==> config.mk <==
export PLATFORM = sky130hd
export DESIGN_NAME = core_sleep_ctrl
export DESIGN_NICKNAME = d
export VERILOG_FILES = /design/src/rtl/core_sleep_pkg.sv /design/src/rtl/core_sleep_wake.sv /design/src/rtl/core_sleep_entry.sv /design/src/rtl/core_sleep_fsm.sv /design/src/rtl/core_sleep_ctrl.sv
export SDC_FILE = /design/constraint.sdc
export NUM_CORES = 1
export LEC_CHECK = 0
export BUFFER_PORTS_ARGS = -buffer_cell sky130_fd_sc_hd__buf_2
export CORE_AREA = 2 2 39 41
export CTS_CLUSTER_DIAMETER = 40
export CTS_CLUSTER_SIZE = 25
export DETAILED_ROUTE_END_ITERATION = 8
export DIE_AREA = 0 0 41 43
export PLACE_DENSITY_LB_ADDON = 0.15
export SLEW_MARGIN = 10
export SYNTH_ARGS = -nofsm -noshare
export SYNTH_HDL_FRONTEND = slang
export SYNTH_HIERARCHICAL = 1
export SYNTH_SLANG_ARGS = --single-unit
==> constraint.sdc <==
create_clock -name clk -period 0.94 [get_ports clk]
set_input_delay 0.188 -clock clk [delete_from_list [all_inputs] [get_ports clk]]
set_output_delay 0.188 -clock clk [all_outputs]
set_load 0.005 [all_outputs]
==> src/rtl/core_sleep_pkg.sv <==
package core_sleep_pkg;
   typedef enum logic {ST_RUN = 1'b0, ST_SLEEP = 1'b1} sleep_state_e;
   typedef enum logic {CAUSE_IRQ = 1'b0, CAUSE_EVT = 1'b1} sleep_cause_e;
endpackage

==> src/rtl/core_sleep_wake.sv <==
// Evaluates the wake rule for one given entry cause.
module core_sleep_wake
   import core_sleep_pkg::*;
#(
   parameter bit EVT_ON_PEND_EN = 1'b1
) (
   input  sleep_cause_e cause_i,
   input  logic         any_irq_i,
   input  logic         any_evt_i,
   input  logic         sev_pend_i,
   output logic         wake_o,
   output logic         by_irq_o
);
   logic irq_allowed;

   generate
      if (EVT_ON_PEND_EN) begin : g_pend_wakes_evt
         assign irq_allowed = (cause_i == CAUSE_IRQ) | sev_pend_i;
      end else begin : g_pend_fixed
         logic unused_sev;
         assign unused_sev  = sev_pend_i;
         assign irq_allowed = (cause_i == CAUSE_IRQ);
      end
   endgenerate

   assign by_irq_o = irq_allowed & any_irq_i;
   assign wake_o   = by_irq_o | ((cause_i == CAUSE_EVT) & any_evt_i);
endmodule

==> src/rtl/core_sleep_entry.sv <==
// Decides whether an entry is requested this cycle and with which cause.
module core_sleep_entry
   import core_sleep_pkg::*;
(
   input  logic         wfi_i,
   input  logic         wfe_i,
   input  logic         deep_sel_i,
   input  logic         on_exit_i,
   input  logic         exc_ret_i,
   input  logic         any_irq_i,
   output logic         req_o,
   output sleep_cause_e cause_o
);
   logic instr_req;
   logic exit_req;

   assign instr_req = ~on_exit_i & (wfi_i | wfe_i);
   assign exit_req  = on_exit_i & exc_ret_i & ~any_irq_i;
   assign req_o     = ~deep_sel_i & (instr_req | exit_req);

   always_comb begin
      if (on_exit_i || wfi_i) cause_o = CAUSE_IRQ;
      else                    cause_o = CAUSE_EVT;
   end
endmodule

==> src/rtl/core_sleep_fsm.sv <==
// Registered run/sleep state, latched cause and wake pulses.
module core_sleep_fsm
   import core_sleep_pkg::*;
(
   input  logic         clk,
   input  logic         rst_n,
   input  logic         enter_i,
   input  sleep_cause_e enter_cause_i,
   input  logic         wake_i,
   input  logic         wake_by_irq_i,
   output sleep_state_e state_o,
   output sleep_cause_e cause_o,
   output logic         clk_en_o,
   output logic         wake_irq_o,
   output logic         wake_evt_o
);
   sleep_state_e state_q, state_d;
   sleep_cause_e cause_q, cause_d;
   logic         wirq_d, wevt_d;

   always_comb begin
      state_d = state_q;
      cause_d = cause_q;
      wirq_d  = 1'b0;
      wevt_d  = 1'b0;
      unique case (state_q)
         ST_RUN: begin
            if (enter_i) begin
               state_d = ST_SLEEP;
               cause_d = enter_cause_i;
            end
         end
         ST_SLEEP: begin
            if (wake_i) begin
               state_d = ST_RUN;
               cause_d = CAUSE_IRQ;
               wirq_d  = wake_by_irq_i;
               wevt_d  = ~wake_by_irq_i;
            end
         end
         default: state_d = ST_RUN;
      endcase
   end

   always_ff @(posedge clk or negedge rst_n) begin
      if (!rst_n) begin
         state_q    <= ST_RUN;
         cause_q    <= CAUSE_IRQ;
         clk_en_o   <= 1'b1;
         wake_irq_o <= 1'b0;
         wake_evt_o <= 1'b0;
      end else begin
         state_q    <= state_d;
         cause_q    <= cause_d;
         clk_en_o   <= (state_d == ST_RUN);
         wake_irq_o <= wirq_d;
         wake_evt_o <= wevt_d;
      end
   end

   assign state_o = state_q;
   assign cause_o = cause_q;
endmodule

==> src/rtl/core_sleep_ctrl.sv <==
module core_sleep_ctrl
   import core_sleep_pkg::*;
#(
   parameter int unsigned N_IRQ          = 16,
   parameter int unsigned N_EVT          = 4,
   parameter bit          EVT_ON_PEND_EN = 1'b1
) (
   input  logic             clk,
   input  logic             rst_n,
   input  logic             wfi_exec_i,
   input  logic             wfe_exec_i,
   input  logic             deep_sel_i,
   input  logic             sleep_on_exit_i,
   input  logic             sev_on_pend_i,
   input  logic [N_IRQ-1:0] irq_pend_i,
   input  logic [N_EVT-1:0] wake_evt_i,
   input  logic             exc_return_i,
   output logic             core_clk_en_o,
   output logic             sleeping_o,
   output logic             wake_irq_o,
   output logic             wake_evt_o
);
   generate
      if (N_IRQ < 1) begin : g_bad_irq
         $error("core_sleep_ctrl: N_IRQ must be at least 1");
      end
      if (N_EVT < 1) begin : g_bad_evt
         $error("core_sleep_ctrl: N_EVT must be at least 1");
      end
   endgenerate

   logic         any_irq, any_evt;
   logic         entry_req, entry_cancel, entry_by_irq;
   sleep_cause_e entry_cause, cause_q;
   logic         sleep_wake, sleep_by_irq;
   sleep_state_e state;

   assign any_irq = |irq_pend_i;
   assign any_evt = |wake_evt_i;

   core_sleep_entry u_entry (
      .wfi_i      (wfi_exec_i),
      .wfe_i      (wfe_exec_i),
      .deep_sel_i (deep_sel_i),
      .on_exit_i  (sleep_on_exit_i),
      .exc_ret_i  (exc_return_i),
      .any_irq_i  (any_irq),
      .req_o      (entry_req),
      .cause_o    (entry_cause)
   );

   // Rule of the requested cause, used to cancel entry.
   core_sleep_wake #(.EVT_ON_PEND_EN(EVT_ON_PEND_EN)) u_wake_entry (
      .cause_i    (entry_cause),
      .any_irq_i  (any_irq),
      .any_evt_i  (any_evt),
      .sev_pend_i (sev_on_pend_i),
      .wake_o     (entry_cancel),
      .by_irq_o   (entry_by_irq)
   );

   // Rule of the latched cause, used while asleep.
   core_sleep_wake #(.EVT_ON_PEND_EN(EVT_ON_PEND_EN)) u_wake_sleep (
      .cause_i    (cause_q),
      .any_irq_i  (any_irq),
      .any_evt_i  (any_evt),
      .sev_pend_i (sev_on_pend_i),
      .wake_o     (sleep_wake),
      .by_irq_o   (sleep_by_irq)
   );

   logic unused_entry_by_irq;
   assign unused_entry_by_irq = entry_by_irq;

   core_sleep_fsm u_fsm (
      .clk           (clk),
      .rst_n         (rst_n),
      .enter_i       (entry_req & ~entry_cancel),
      .enter_cause_i (entry_cause),
      .wake_i        (sleep_wake),
      .wake_by_irq_i (sleep_by_irq),
      .state_o       (state),
      .cause_o       (cause_q),
      .clk_en_o      (core_clk_en_o),
      .wake_irq_o    (wake_irq_o),
      .wake_evt_o    (wake_evt_o)
   );

   assign sleeping_o = (state == ST_SLEEP);
endmodule

Word-level counts from Yosys, hierarchy flattened
Cells that the tools add are included.
W data, S select, Z words.
{ "totals": {"reg_bits": 5, "latch_bits": 0, "ram_bits": 0, "mem_bits_ro": 0, "in_bits": 28, "output_inout_bits": 4, "mem_count": 0} }
{ "op_classes": {"addsub": 0, "mul": 0, "n_div": 0, "n_lt_le_gt_ge": 0, "eq_ne": 2, "n_shift": 0, "muxes": 11, "n_bitwise": 23, "reduce_logical": 4} }
{ "op_table": {"columns": ["op", "count"], "rows": [
  ["$reduce_or A16 Y1", 1],
  ["$and A1 B1 Y1", 9],
  ["$mux W1", 9],
  ["$not A1 Y1", 8],
  ["$or A1 B1 Y1", 6],
  ["$pmux W1 S2", 2],
  ["$reduce_or A4 Y1", 1],
  ["$ne A2 B1 Y1 const B", 1],
  ["$ne A2 B2 Y1 const B", 1],
  ["$reduce_and A2 Y1", 1],
  ["$logic_or A1 B1 Y1", 1]
]} }

Depth between registers and ports, before layout
Gate-level depths: netlist of the first run.
{ "depth": {"word_depth": 9, "mapped_depth": 7} }

By module
The synthesis of the first run kept the hierarchy.
{ "by_module_without_submodules": {"columns": ["mod", "instances", "cells_per_inst", "area_per_inst_um2", "seq_area_each_um2"], "rows": [
  ["core_sleep_fsm", 1, 14, 190.2, 126.4],
  ["core_sleep_ctrl", 1, 7, 45.0, 0.0],
  ["core_sleep_wake", 2, 3, 22.5, 0.0],
  ["core_sleep_entry", 1, 4, 35.0, 0.0]
]} }

Least setup slack after synthesis of the first run
No wires, ideal clock.
{ "synth_timing": {"path_type": "input -> register", "from": "in irq_pend_i[12]", "to": "reg u_fsm.clk_en_o", "setup_time_ns": 0.082, "t_arrival_ns": 1.496, "path_slack_ns": -0.639, "stages": 7, "path_buffers": 0, "path_cell_list": "nor4_1 nand4_1 nand2b_4 a211oi_2 nor2b_1 inv_1 mux2_4"} }
{ "synth_between": {"elab_chain_cells": 9} }
{ "synth_lines": {"columns": ["element", "line", "rtl"], "rows": [
  ["start: declaration", "core_sleep_ctrl.sv:15", "input logic [N_IRQ-1:0] irq_pend_i,"],
  ["$reduce_or A16 Y1", "core_sleep_ctrl.sv:38", "assign any_irq = |irq_pend_i;"],
  ["via any_irq", "core_sleep_ctrl.sv:32", "logic any_irq, any_evt;"],
  ["$not A1 Y1", "core_sleep_entry.sv:18", "assign exit_req = on_exit_i & exc_ret_i & ~any_irq_i;"],
  ["$and A1 B1 Y1", "core_sleep_entry.sv:18", null],
  ["$or A1 B1 Y1", "core_sleep_entry.sv:19", "assign req_o = ~deep_sel_i & (instr_req | exit_req);"],
  ["$and A1 B1 Y1", "core_sleep_entry.sv:19", null],
  ["via entry_req", "core_sleep_ctrl.sv:33", "logic entry_req, entry_cancel, entry_by_irq;"],
  ["$and A1 B1 Y1", "core_sleep_ctrl.sv:78", ".enter_i (entry_req & ~entry_cancel),"],
  ["$mux W1", "core_sleep_fsm.sv:28", "if (enter_i) begin"],
  ["$pmux W1 S2", "core_sleep_fsm.sv:26", "unique case (state_q)"],
  ["$not A1 Y1", "core_sleep_fsm.sv:55", "clk_en_o <= (state_d == ST_RUN);"],
  ["end signal: assignment", "core_sleep_fsm.sv:55", null],
  ["end: declaration", "core_sleep_fsm.sv:13", "output logic clk_en_o,"]
]} }
The timed path passes the listed nets, and every way through them passes these cells.
A chain may end at the register's enable or synchronous reset.

Worst setup path after layout of the first run
{ "layout_timing": {"from": "in wake_evt_i[1]", "to": "reg u_fsm.cause_q (netlist: u_fsm/cause_o)"} }
{ "layout_between": {"elab_chain_cells": 7} }
{ "layout_lines": {"columns": ["element", "line", "rtl"], "rows": [
  ["start: declaration", "core_sleep_ctrl.sv:16", "input logic [N_EVT-1:0] wake_evt_i,"],
  ["$reduce_or A4 Y1", "core_sleep_ctrl.sv:39", "assign any_evt = |wake_evt_i;"],
  ["via any_evt", "core_sleep_ctrl.sv:32", null],
  ["$and A1 B1 Y1", "core_sleep_wake.sv:27", "assign wake_o = by_irq_o | ((cause_i == CAUSE_EVT) & any_evt_i);"],
  ["$or A1 B1 Y1", "core_sleep_wake.sv:27", null],
  ["via entry_cancel", "core_sleep_ctrl.sv:33", null],
  ["$not A1 Y1", "core_sleep_ctrl.sv:78", null],
  ["$and A1 B1 Y1", "core_sleep_ctrl.sv:78", null],
  ["$ne A2 B1 Y1 (no line)", null, null],
  ["$reduce_and A2 Y1 (no line)", null, null],
  ["end signal: assignment", "core_sleep_fsm.sv:54", "cause_q <= cause_d;"],
  ["end: declaration", "core_sleep_fsm.sv:18", "sleep_cause_e cause_q, cause_d;"]
]} }
The timed path passes the listed nets, and every way through them passes these cells.

==> results of run 1 <==
-- state kept, by name (all words and copies together), names as in the netlist --
register          count
u_fsm/cause_o         1
u_fsm/clk_en_o        1
u_fsm/state_o         1
u_fsm/wake_evt_o      1
u_fsm/wake_irq_o      1
-- per-stage QoR --
stage          setup slack [ns]  hold WS [ns]
2_1_floorplan            -0.533        -0.108
3_3_place_gp             -0.680       0.00548
3_5_place_dp             -0.727        0.0108
4_1_cts                  -0.433         0.291
5_1_grt                  -0.551         0.299
6_report                 -0.440         0.286
-- worst paths after layout --
path	startpoint	endpoint	slack [ns]
max reg2reg	u_fsm/cause_o$_DFFE_PN0P_	u_fsm/clk_en_o$_DFF_PN1_	-0.13
min reg2reg	u_fsm/state_o$_DFF_PN0_	u_fsm/state_o$_DFF_PN0_	0.62
max	wake_evt_i[1]	u_fsm/cause_o$_DFFE_PN0P_	-0.44
min	rst_n	u_fsm/cause_o$_DFFE_PN0P_	0.29
max in group asynchronous	rst_n	u_fsm/clk_en_o$_DFF_PN1_	0.44
min in group clk	wake_evt_i[2]	u_fsm/cause_o$_DFFE_PN0P_	0.39
-- area by class of cell --
| type | instances | area share |
|---|---|---|
| inverters | 1 | 0.00538 |
| repair buffers | 39 | 0.389 |
| multi-input cells | 24 | 0.357 |
| well taps | 16 | 0.0287 |
| clock buffers | 4 | 0.0376 |
| flip-flops and latches | 5 | 0.183 |
-- repair_timing --
action,CTS,global route
resized for setup,11,2
setup buffers,1,0
pin swaps,1,0
hold buffers,1,0
hold endpoints to repair,5,0
endpoints found under the setup margin,7,7
-- per-layer routing --
layer	global-route usage	vias to the layer above	wire [um]	share of wire
li1	-	202	-	-
met1	0.139	178	308	0.34
met2	0.206	26	474	0.53
met3	0.0314	2	104	0.12
met4	0.100	0	10	0.011
met5	0	-	0	0
-- cell usage in the layout (no fill, tap or decap) --
cell	instances
nor4_2	1
dfrtp_1	3
nand2_1	2
nor2b_4	1
nor3_1	1
nand4_1	1
inv_2	1
and2_2	1
a22o_4	1
buf_4	6
a22o_1	1
and3_2	1
or4_4	1
buf_2	23
a211oi_2	1
dlygate4sd3_1	1
mux2i_1	2
dfrtp_2	1
dfstp_2	1
nand2b_4	1
o22ai_1	1
mux2_4	1
nor4_4	3
nand2b_1	2
buf_6	9
clkbuf_1	1
clkbuf_4	3
nor2_1	2
-- power by group through the flow --
stage / Clock, mW / Sequential (mW) / Combinational (mW)
after floorplan: 0 / 0.233 / 0.0404
after global placement: 0 / 0.234 / 0.144
after detailed placement: 0 / 0.233 / 0.146
after CTS: 0.252 / 0.231 / 0.172
after global routing: 0.274 / 0.232 / 0.188
final: 0.244 / 0.231 / 0.172
==> results.ini, run 1 <==
[layout]
multi_input_area_sq_um=249
fin_cells=89
n_antenna_cell=0
num-fill-cells=127
stdcell_area_sq_um=698
drive_gt1_frac=0.767
seqCellArea_sq_um=128
final_core_util=0.505
syn_to_final_growth_pct=127
nets=102

[pwr]
powerDensity_mw_per_mm2=927
power.leakage_nw=0.328
p_int_uw=492
pwr-share-seq=0.358
power_frac_clock=0.377
p_comb_frac=0.265
power_uw=647
switchingPower_uw=155
peakVddDrop_mv=0.350
swShare=0.239

[routing]
drt_iter0_drc=0
avgRoutedWirePerCell_um=10.1
dr.pass1.iters=1
viasPerCell=4.58
drcViolationCount=0
vias=408
antenna_left=0
routed_wl_um=897

[hold_path]
hp-class=input port to asynchronous set/reset pin

[timing]
slew_violations=0
relSlewSlack=0.826
setup_ws_ns=-0.440
fin_skew_ns=0.00529
max_freq_ghz=0.725
post-route-period-util=1.47
fin_tns_setup_ns=-1.67
finalCriticalPeriod_ns=1.38
worst_slew_pin_slew_ns=0.259
setup_viol=6
grt_setup_unrepaired=yes
hold_viol=0

[yosys]
synth_area_per_cell_sq_um=10.3
syn_inst=30
yosys_warnings=6
syn-num-nets=58
syn_area_sq_um=308

[critical_path]
crit_type=input port to flop
cp.arrival_ns=1.50
cp_max_fo=2
critPathSlowestCell=or4_4
critPathTopFamily=simple AND/OR/NAND/NOR gates
path_depth=6
worstPathRequired_ns=1.06
slowest_delay_ns=0.53
start_kind=input port
cp.buffers_inverters=1
crit_path_end_kind=flop
reg2reg_depth=3
worstPathCellList=buf_2, or4_4, a22o_1, nor2b_4, mux2i_1, o22ai_1

[die]
die_x_um=41
ios=32
start_util=0.222
die_area_sq_mm=0.00176
rows=14
core-area_sq_mm=0.00138
die_h_um=43

[clock_tree]
ctsHtreeMaxLevel=1
cts_buffers=3
clockBufferDepth=2
path_clk_slew_ns=0.05
cts_tree=built
clockRootBuffer=clkbuf_4
insertion_delay_ns=0.24
clkSinkCount=5

[grt]
track_usage=0.131
grt_max_degree=7
grt_pass1_vias=388
antenna_found_initial=0
grt_pass1_wl_um=1480
overflow=0

[placement]
placed_cells=83
place_area_sq_um=586
port_buffers=31
hpwl_um=773
gp_congestion=0.727

[run_status]
violations=negative setup slack
status=complete, but fails checks

[job]
max_cap_violations=0

(Power assumes the default switching activity.)
==> inputs of run 2 (changes only) <==
--- a/config.mk
+++ b/config.mk
@@ -11,6 +11,7 @@
 export CTS_CLUSTER_SIZE = 25
 export DETAILED_ROUTE_END_ITERATION = 8
 export DIE_AREA = 0 0 41 43
+export HOLD_SLACK_MARGIN = 0.12
 export PLACE_DENSITY_LB_ADDON = 0.15
 export SLEW_MARGIN = 10
 export SYNTH_ARGS = -nofsm -noshare
==> constraint.sdc (replaced) <==
create_clock -name clk -period 0.94 [get_ports clk]
set_input_delay 0.094 -clock clk [delete_from_list [all_inputs] [get_ports clk]]
set_output_delay 0.094 -clock clk [all_outputs]
set_load 0.005 [all_outputs]
==> run 2 against run 1 <==
  * The flow still finishes with violations (negative setup slack)
  * Final cell count grew 1.1%
  * Sequential share of layout area shrank 0.35 points
  * Critical path depth is the same
  * Non-clock buffer count grew 1
  * Flip-flop and latch count is the same
  * Largest cell class unchanged
  * Highest routed layer unchanged
==> results.ini, run 2 (same netlist as run 1, synthesis figures left out) <==
[critical_path]
cp.arrival_ns=1.40  ; -0.10 ns
r2r_slack_ns=-0.14  ; about the same
cp_max_fo=2  ; unchanged
worstPathRequired_ns=1.06  ; about the same
crit_path_end_kind=flop
crit_type=input port to flop
start_kind=input port

[timing]
slew_violations=0  ; unchanged
setup_viol=6  ; unchanged
setup_ws_ns=-0.338  ; +0.102 ns
finalCriticalPeriod_ns=1.28  ; -0.102 ns
worst_slew_pin_slew_ns=0.259  ; unchanged
hold_viol=0  ; unchanged
post-route-period-util=1.36  ; -0.109
fin_skew_ns=0.00586  ; +0.000568 ns
max_freq_ghz=0.783  ; +8.0%
grt_setup_unrepaired=yes
relSlewSlack=0.826  ; unchanged

[layout]
n_antenna_cell=0  ; unchanged
syn_to_final_growth_pct=131
final_common_cell=buf_2
drive_gt1_frac=0.784  ; +0.0167
nets=103  ; +0.98%
final_core_util=0.514  ; +0.00995
final_cell_mix=buf_2 (23), buf_6 (9), buf_4 (7)

[run_status]
status=complete, but fails checks
violations=negative setup slack

[clock_tree]
cts_tree=built
clkSinkCount=5  ; unchanged
path_clk_slew_ns=0.05  ; about the same
insertion_delay_ns=0.24  ; about the same
clockRootBuffer=clkbuf_4
ctsHtreeMaxLevel=1  ; unchanged
clockBufferDepth=2  ; unchanged
cts_buffers=3  ; unchanged

[routing]
vias=408  ; unchanged
dr.pass1.iters=1  ; unchanged
routed_wl_um=894  ; -0.33%
viasPerCell=4.53  ; -1.1%
drt_iter0_drc=0  ; unchanged
antenna_left=0  ; unchanged
avgRoutedWirePerCell_um=9.93  ; -1.4%
drcViolationCount=0  ; unchanged

[job]
max_cap_violations=0  ; unchanged

[die]
die_h_um=43  ; unchanged
rows=14  ; unchanged
ios=32  ; unchanged
start_util=0.222  ; unchanged
die_area_sq_mm=0.00176  ; unchanged
die_x_um=41  ; unchanged
core-area_sq_mm=0.00138  ; unchanged

[pwr]
peakVddDrop_mv=0.347  ; -0.87%
power.leakage_nw=0.333  ; +1.8%
powerDensity_mw_per_mm2=914  ; -1.4%
power_uw=650  ; +0.53%

[grt]
antenna_found_initial=0  ; unchanged
grt_pass1_vias=386  ; -0.52%
grt_max_degree=8  ; +1
overflow=0  ; unchanged
track_usage=0.130  ; -0.00101
grt_pass1_wl_um=1480  ; -0.47%

[placement]
hpwl_um=773  ; unchanged
gp_congestion=0.727  ; unchanged
port_buffers=31  ; unchanged

[hold_path]
hp-class=input port to asynchronous set/reset pin

## run 2: per-layer routing
| metal | vias to the layer above | wire length (um) | global-route usage |
|---|---|---|---|
| met5 | - | 0 | 0 |
| met4 | 0 | 10 | 0.100 |
| met3 | 2 | 108 | 0.0314 |
| met2 | 26 | 472 | 0.203 |
| met1 | 177 | 302 | 0.139 |
| li1 | 203 | - | - |
## run 2: final cells by class
| cell class | count | area [sq um] |
|---|---|---|
| multi-input combinational | 24 | 255 |
| clock buffer | 4 | 26.3 |
| inverter | 1 | 3.75 |
| tap | 16 | 20.0 |
| timing repair buffer | 40 | 279 |
| sequential | 5 | 128 |
| fill | 131 | 672 |
## run 2: timing repair
action	in CTS	in global routing
endpoints found under the hold margin	5	0
hold buffers	1	0
pin swaps	1	0
setup endpoints to repair	7	7
resized for setup	12	3
setup buffers	0	2
## run 2: worst max-delay path: stages
cell     delay [ns]
buf_6          0.09
or4_4          0.53
a22o_1         0.26
nor2b_4        0.14
mux2i_1        0.20
o22ai_1        0.09
## run 2: final timing paths
kind,depth (start not counted),end,start
max,6,u_fsm/cause_o$_DFFE_PN0P_,wake_evt_i[1]
min,2,u_fsm/cause_o$_DFFE_PN0P_,rst_n
max reg2reg,3,u_fsm/clk_en_o$_DFF_PN1_,u_fsm/cause_o$_DFFE_PN0P_
min reg2reg,1,u_fsm/state_o$_DFF_PN0_,u_fsm/state_o$_DFF_PN0_
max in group asynchronous,2,u_fsm/clk_en_o$_DFF_PN1_,rst_n
min in group clk,4,u_fsm/cause_o$_DFFE_PN0P_,wake_evt_i[1]
## run 2: power by group
group / switching, mW / total, mW / internal, mW / leakage, nW
sequential: 0.00767 / 0.232 / 0.224 / 0.0642
clock: 0.0829 / 0.243 / 0.160 / 0.0150
combinational: 0.0642 / 0.175 / 0.111 / 0.254
total: 0.155 / 0.650 / 0.496 / 0.333
## run 2: per-stage QoR
stage / hold WS [ns] / TNS, ns / instances / setup slack, ns / area [sq um]
after CTS: 0.197 / -1.09 / 88 / -0.341 / 684
after global placement: -0.0885 / -2.39 / 83 / -0.586 / 586
after detailed placement: -0.0832 / -2.55 / 83 / -0.633 / 586
after floorplan: -0.202 / -1.50 / 30 / -0.439 / 365
after global routing: 0.205 / -1.52 / 90 / -0.456 / 712
final: 0.192 / -1.04 / 90 / -0.338 / 712
==> inputs of run 3 (changes only) <==
--- a/config.mk
+++ b/config.mk
@@ -16,5 +16,4 @@
 export SLEW_MARGIN = 10
 export SYNTH_ARGS = -nofsm -noshare
 export SYNTH_HDL_FRONTEND = slang
-export SYNTH_HIERARCHICAL = 1
 export SYNTH_SLANG_ARGS = --single-unit
==> run 3 against run 2 <==
  * The flow still finishes with violations (negative setup slack)
  * Setup slack better by 0.21 ns
  * Synthesized cell count unchanged
  * Clock skew is essentially flat
  * Worst hold slack got worse by 0.063 ns
  * Via count is 0.25% lower
  * Combinational power barely moved
  * Register-to-register slack is essentially flat
  * Area after synthesis rose by 5.7%
  * Core utilization fell by 2.8 points
  * Largest cell class is now multi-input combinational cells
==> results.ini, run 3 <==
[critical_path]
crit_path_end_kind=flop
r2r_end=u_fsm.cause_o$_DFFE_PN0P_
worstPathRequired_ns=1.06  ; about the same
start_kind=flop
r2r_start=u_fsm.state_o$_DFF_PN0_
r2r_slack_ns=-0.13  ; about the same
worstSetupStartpoint=u_fsm.state_o$_DFF_PN0_
cp.arrival_ns=1.19  ; -0.21 ns
reg2reg_depth=3  ; unchanged
crit_type=flop to flop
cp_max_fo=3  ; +1

[yosys]
ys_top_cells_by_area=dfrtp_1 (31%), nor4_4 (13%), dfstp_2 (8.1%), nor4_1 (7.7%), a22oi_2 (3.8%)
syn_area_sq_um=325  ; +5.7%
yosys_warnings=0  ; -6
yosysTopAreaCell=dfrtp_1
synth-seq-area-share=0.388
yosys.cell_types.count=20
ys.flop_type=dfrtp_1
synth_area_per_cell_sq_um=10.8  ; +5.7%
async_flop_share=1.00
synth-seq-cells=5
syn-num-nets=58  ; unchanged
synth_edf_count=0
synth_common_cells=dfrtp_1 (4), nor4_1 (4), nand2_1 (3)
syn_inst=30  ; unchanged
synth_top_cell_area_share=0.308

[timing]
relSlewSlack=0.826  ; about the same
setup_viol=4  ; -2
slew_violations=0  ; unchanged
max_freq_ghz=0.934  ; +19%
hold_viol=0  ; unchanged
fin_skew_ns=0.00574  ; -0.000127 ns
finalCriticalPeriod_ns=1.07  ; -0.207 ns
post-route-period-util=1.14  ; -0.220
fin_tns_setup_ns=-0.379  ; +0.661 ns
fin_hold_ws_ns=0.129  ; -0.0631 ns
setup_ws_ns=-0.131  ; +0.207 ns
worst_slew_pin_slew_ns=0.259  ; -0.000196 ns
grt_setup_unrepaired=yes

[pwr]
swShare=0.262  ; +0.0235
powerDensity_mw_per_mm2=990  ; +8.4%
p_int_uw=492  ; -0.70%
peakVddDrop_mv=0.356  ; +2.6%
switchingPower_uw=174  ; +13%
pwr-share-seq=0.364  ; +0.007
power_uw=666  ; +2.5%
power_frac_clock=0.369  ; -0.005
power.leakage_nw=0.306  ; -8.4%
p_comb_frac=0.267  ; -0.003

[layout]
syn_to_final_growth_pct=107
final_common_cell=buf_2
final_core_util=0.486  ; -0.0280
drive_gt1_frac=0.714  ; -0.0695
fin_cells=86  ; -4.4%
n_antenna_cell=0  ; unchanged
final_cell_mix=buf_2 (25), nor4_4 (6), buf_6 (5), buf_4 (4)
nets=99  ; -3.9%

[die]
start_util=0.235  ; +0.0127
core-area_sq_mm=0.00138  ; unchanged
ios=32  ; unchanged
die_area_sq_mm=0.00176  ; unchanged
die_h_um=43  ; unchanged
die_x_um=41  ; unchanged
rows=14  ; unchanged

[routing]
drt_iter0_drc=1  ; +1
antenna_left=0  ; unchanged
viasPerCell=4.73  ; +4.4%
dr.pass1.iters=4  ; +3
routed_wl_um=865  ; -3.2%
vias=407  ; -0.25%
drcViolationCount=0  ; unchanged
avgRoutedWirePerCell_um=10.1  ; +1.3%

[grt]
overflow=0  ; unchanged
grt_max_degree=6  ; -2
grt_pass1_wl_um=1480  ; +0.47%
track_usage=0.120  ; -0.00981
antenna_found_initial=0  ; unchanged
grt_pass1_vias=416  ; +7.8%

[placement]
placed_cells=81  ; -2.4%
port_buffers=31  ; unchanged
gp_congestion=0.702  ; -3.4%
hpwl_um=753  ; -2.6%

[clock_tree]
cts_tree=built
cts_buffers=3  ; unchanged
insertion_delay_ns=0.24  ; about the same
ctsHtreeMaxLevel=1  ; unchanged
clockBufferDepth=2  ; unchanged
path_clk_slew_ns=0.05  ; about the same
clockRootBuffer=clkbuf_4
clkSinkCount=5  ; unchanged

[job]
max_cap_violations=0  ; unchanged

[run_status]
violations=negative setup slack
status=complete, but fails checks

[hold_path]
hp-class=input port to flop
hold_end=u_fsm.state_o$_DFF_PN0_
worstHoldPathCells=3
worstHoldStart=exc_return_i

==> run 3: metal layers <==
metal  vias to the layer above  global-route usage  wire, um
met5                         -                   0         0
met4                         0              0.0600         0
met3                         0              0.0157        81
met2                        25               0.188       439
met1                       182               0.153       343
li1                        200                   -         -
==> run 3: worst max-delay path, stage by stage (launching register included) <==
cell and delay [ns]:
dfrtp_2 0.44, nor4_4 0.27, a22oi_2 0.11, mux2i_1 0.13
==> run 3: worst max path at each step <==
| stage | to |
|---|---|
| 2_1_floorplan | u_fsm.cause_o$_DFFE_PN0P_ |
| 3_3_place_gp | u_fsm.cause_o$_DFFE_PN0P_ |
| 3_5_place_dp | u_fsm.cause_o$_DFFE_PN0P_ |
| 4_1_cts | u_fsm.cause_o$_DFFE_PN0P_ |
| 5_1_grt | u_fsm.cause_o$_DFFE_PN0P_ |
| 6_report | u_fsm.cause_o$_DFFE_PN0P_ |
==> run 3: power groups by stage <==
stage | Clock (mW) | Combinational, mW | Sequential, mW
final | 0.246 | 0.178 | 0.243
after floorplan | 0 | 0.0515 | 0.244
after CTS | 0.257 | 0.175 | 0.243
after global routing | 0.270 | 0.197 | 0.246
after global placement | 0 | 0.157 | 0.246
after detailed placement | 0 | 0.156 | 0.246
==> run 3: layout make-up <==
cell class,count,area [sq um]
fillers,132,711
multi-input cells,24,259
repair buffers,36,236
flip-flops and latches,5,128
clock buffers,4,26.3
well taps,16,20.0
inverters,1,3.75
==> run 3: repair_timing <==
item,in CTS,in global routing
endpoints found under the hold margin,5,0
buffers inserted,0,0
resized for setup,5,3
pin swaps,1,3
setup endpoints to repair,6,7
hold buffers,1,0
==> run 3: per-stage QoR <==
stage | instance area (sq um) | worst slack (ns)
after floorplan | 382 | -0.119
final | 673 | -0.131
after detailed placement | 587 | -0.353
after CTS | 657 | -0.138
after global placement | 587 | -0.308
after global routing | 673 | -0.181
==> run 3: kinds of logic after synthesis <==
family,after synthesis,share of synthesized area
mux,1,0.0308
simple gates,16,0.408
compound gates,7,0.162
flops,5,0.388
buf+inv,1,0.0115
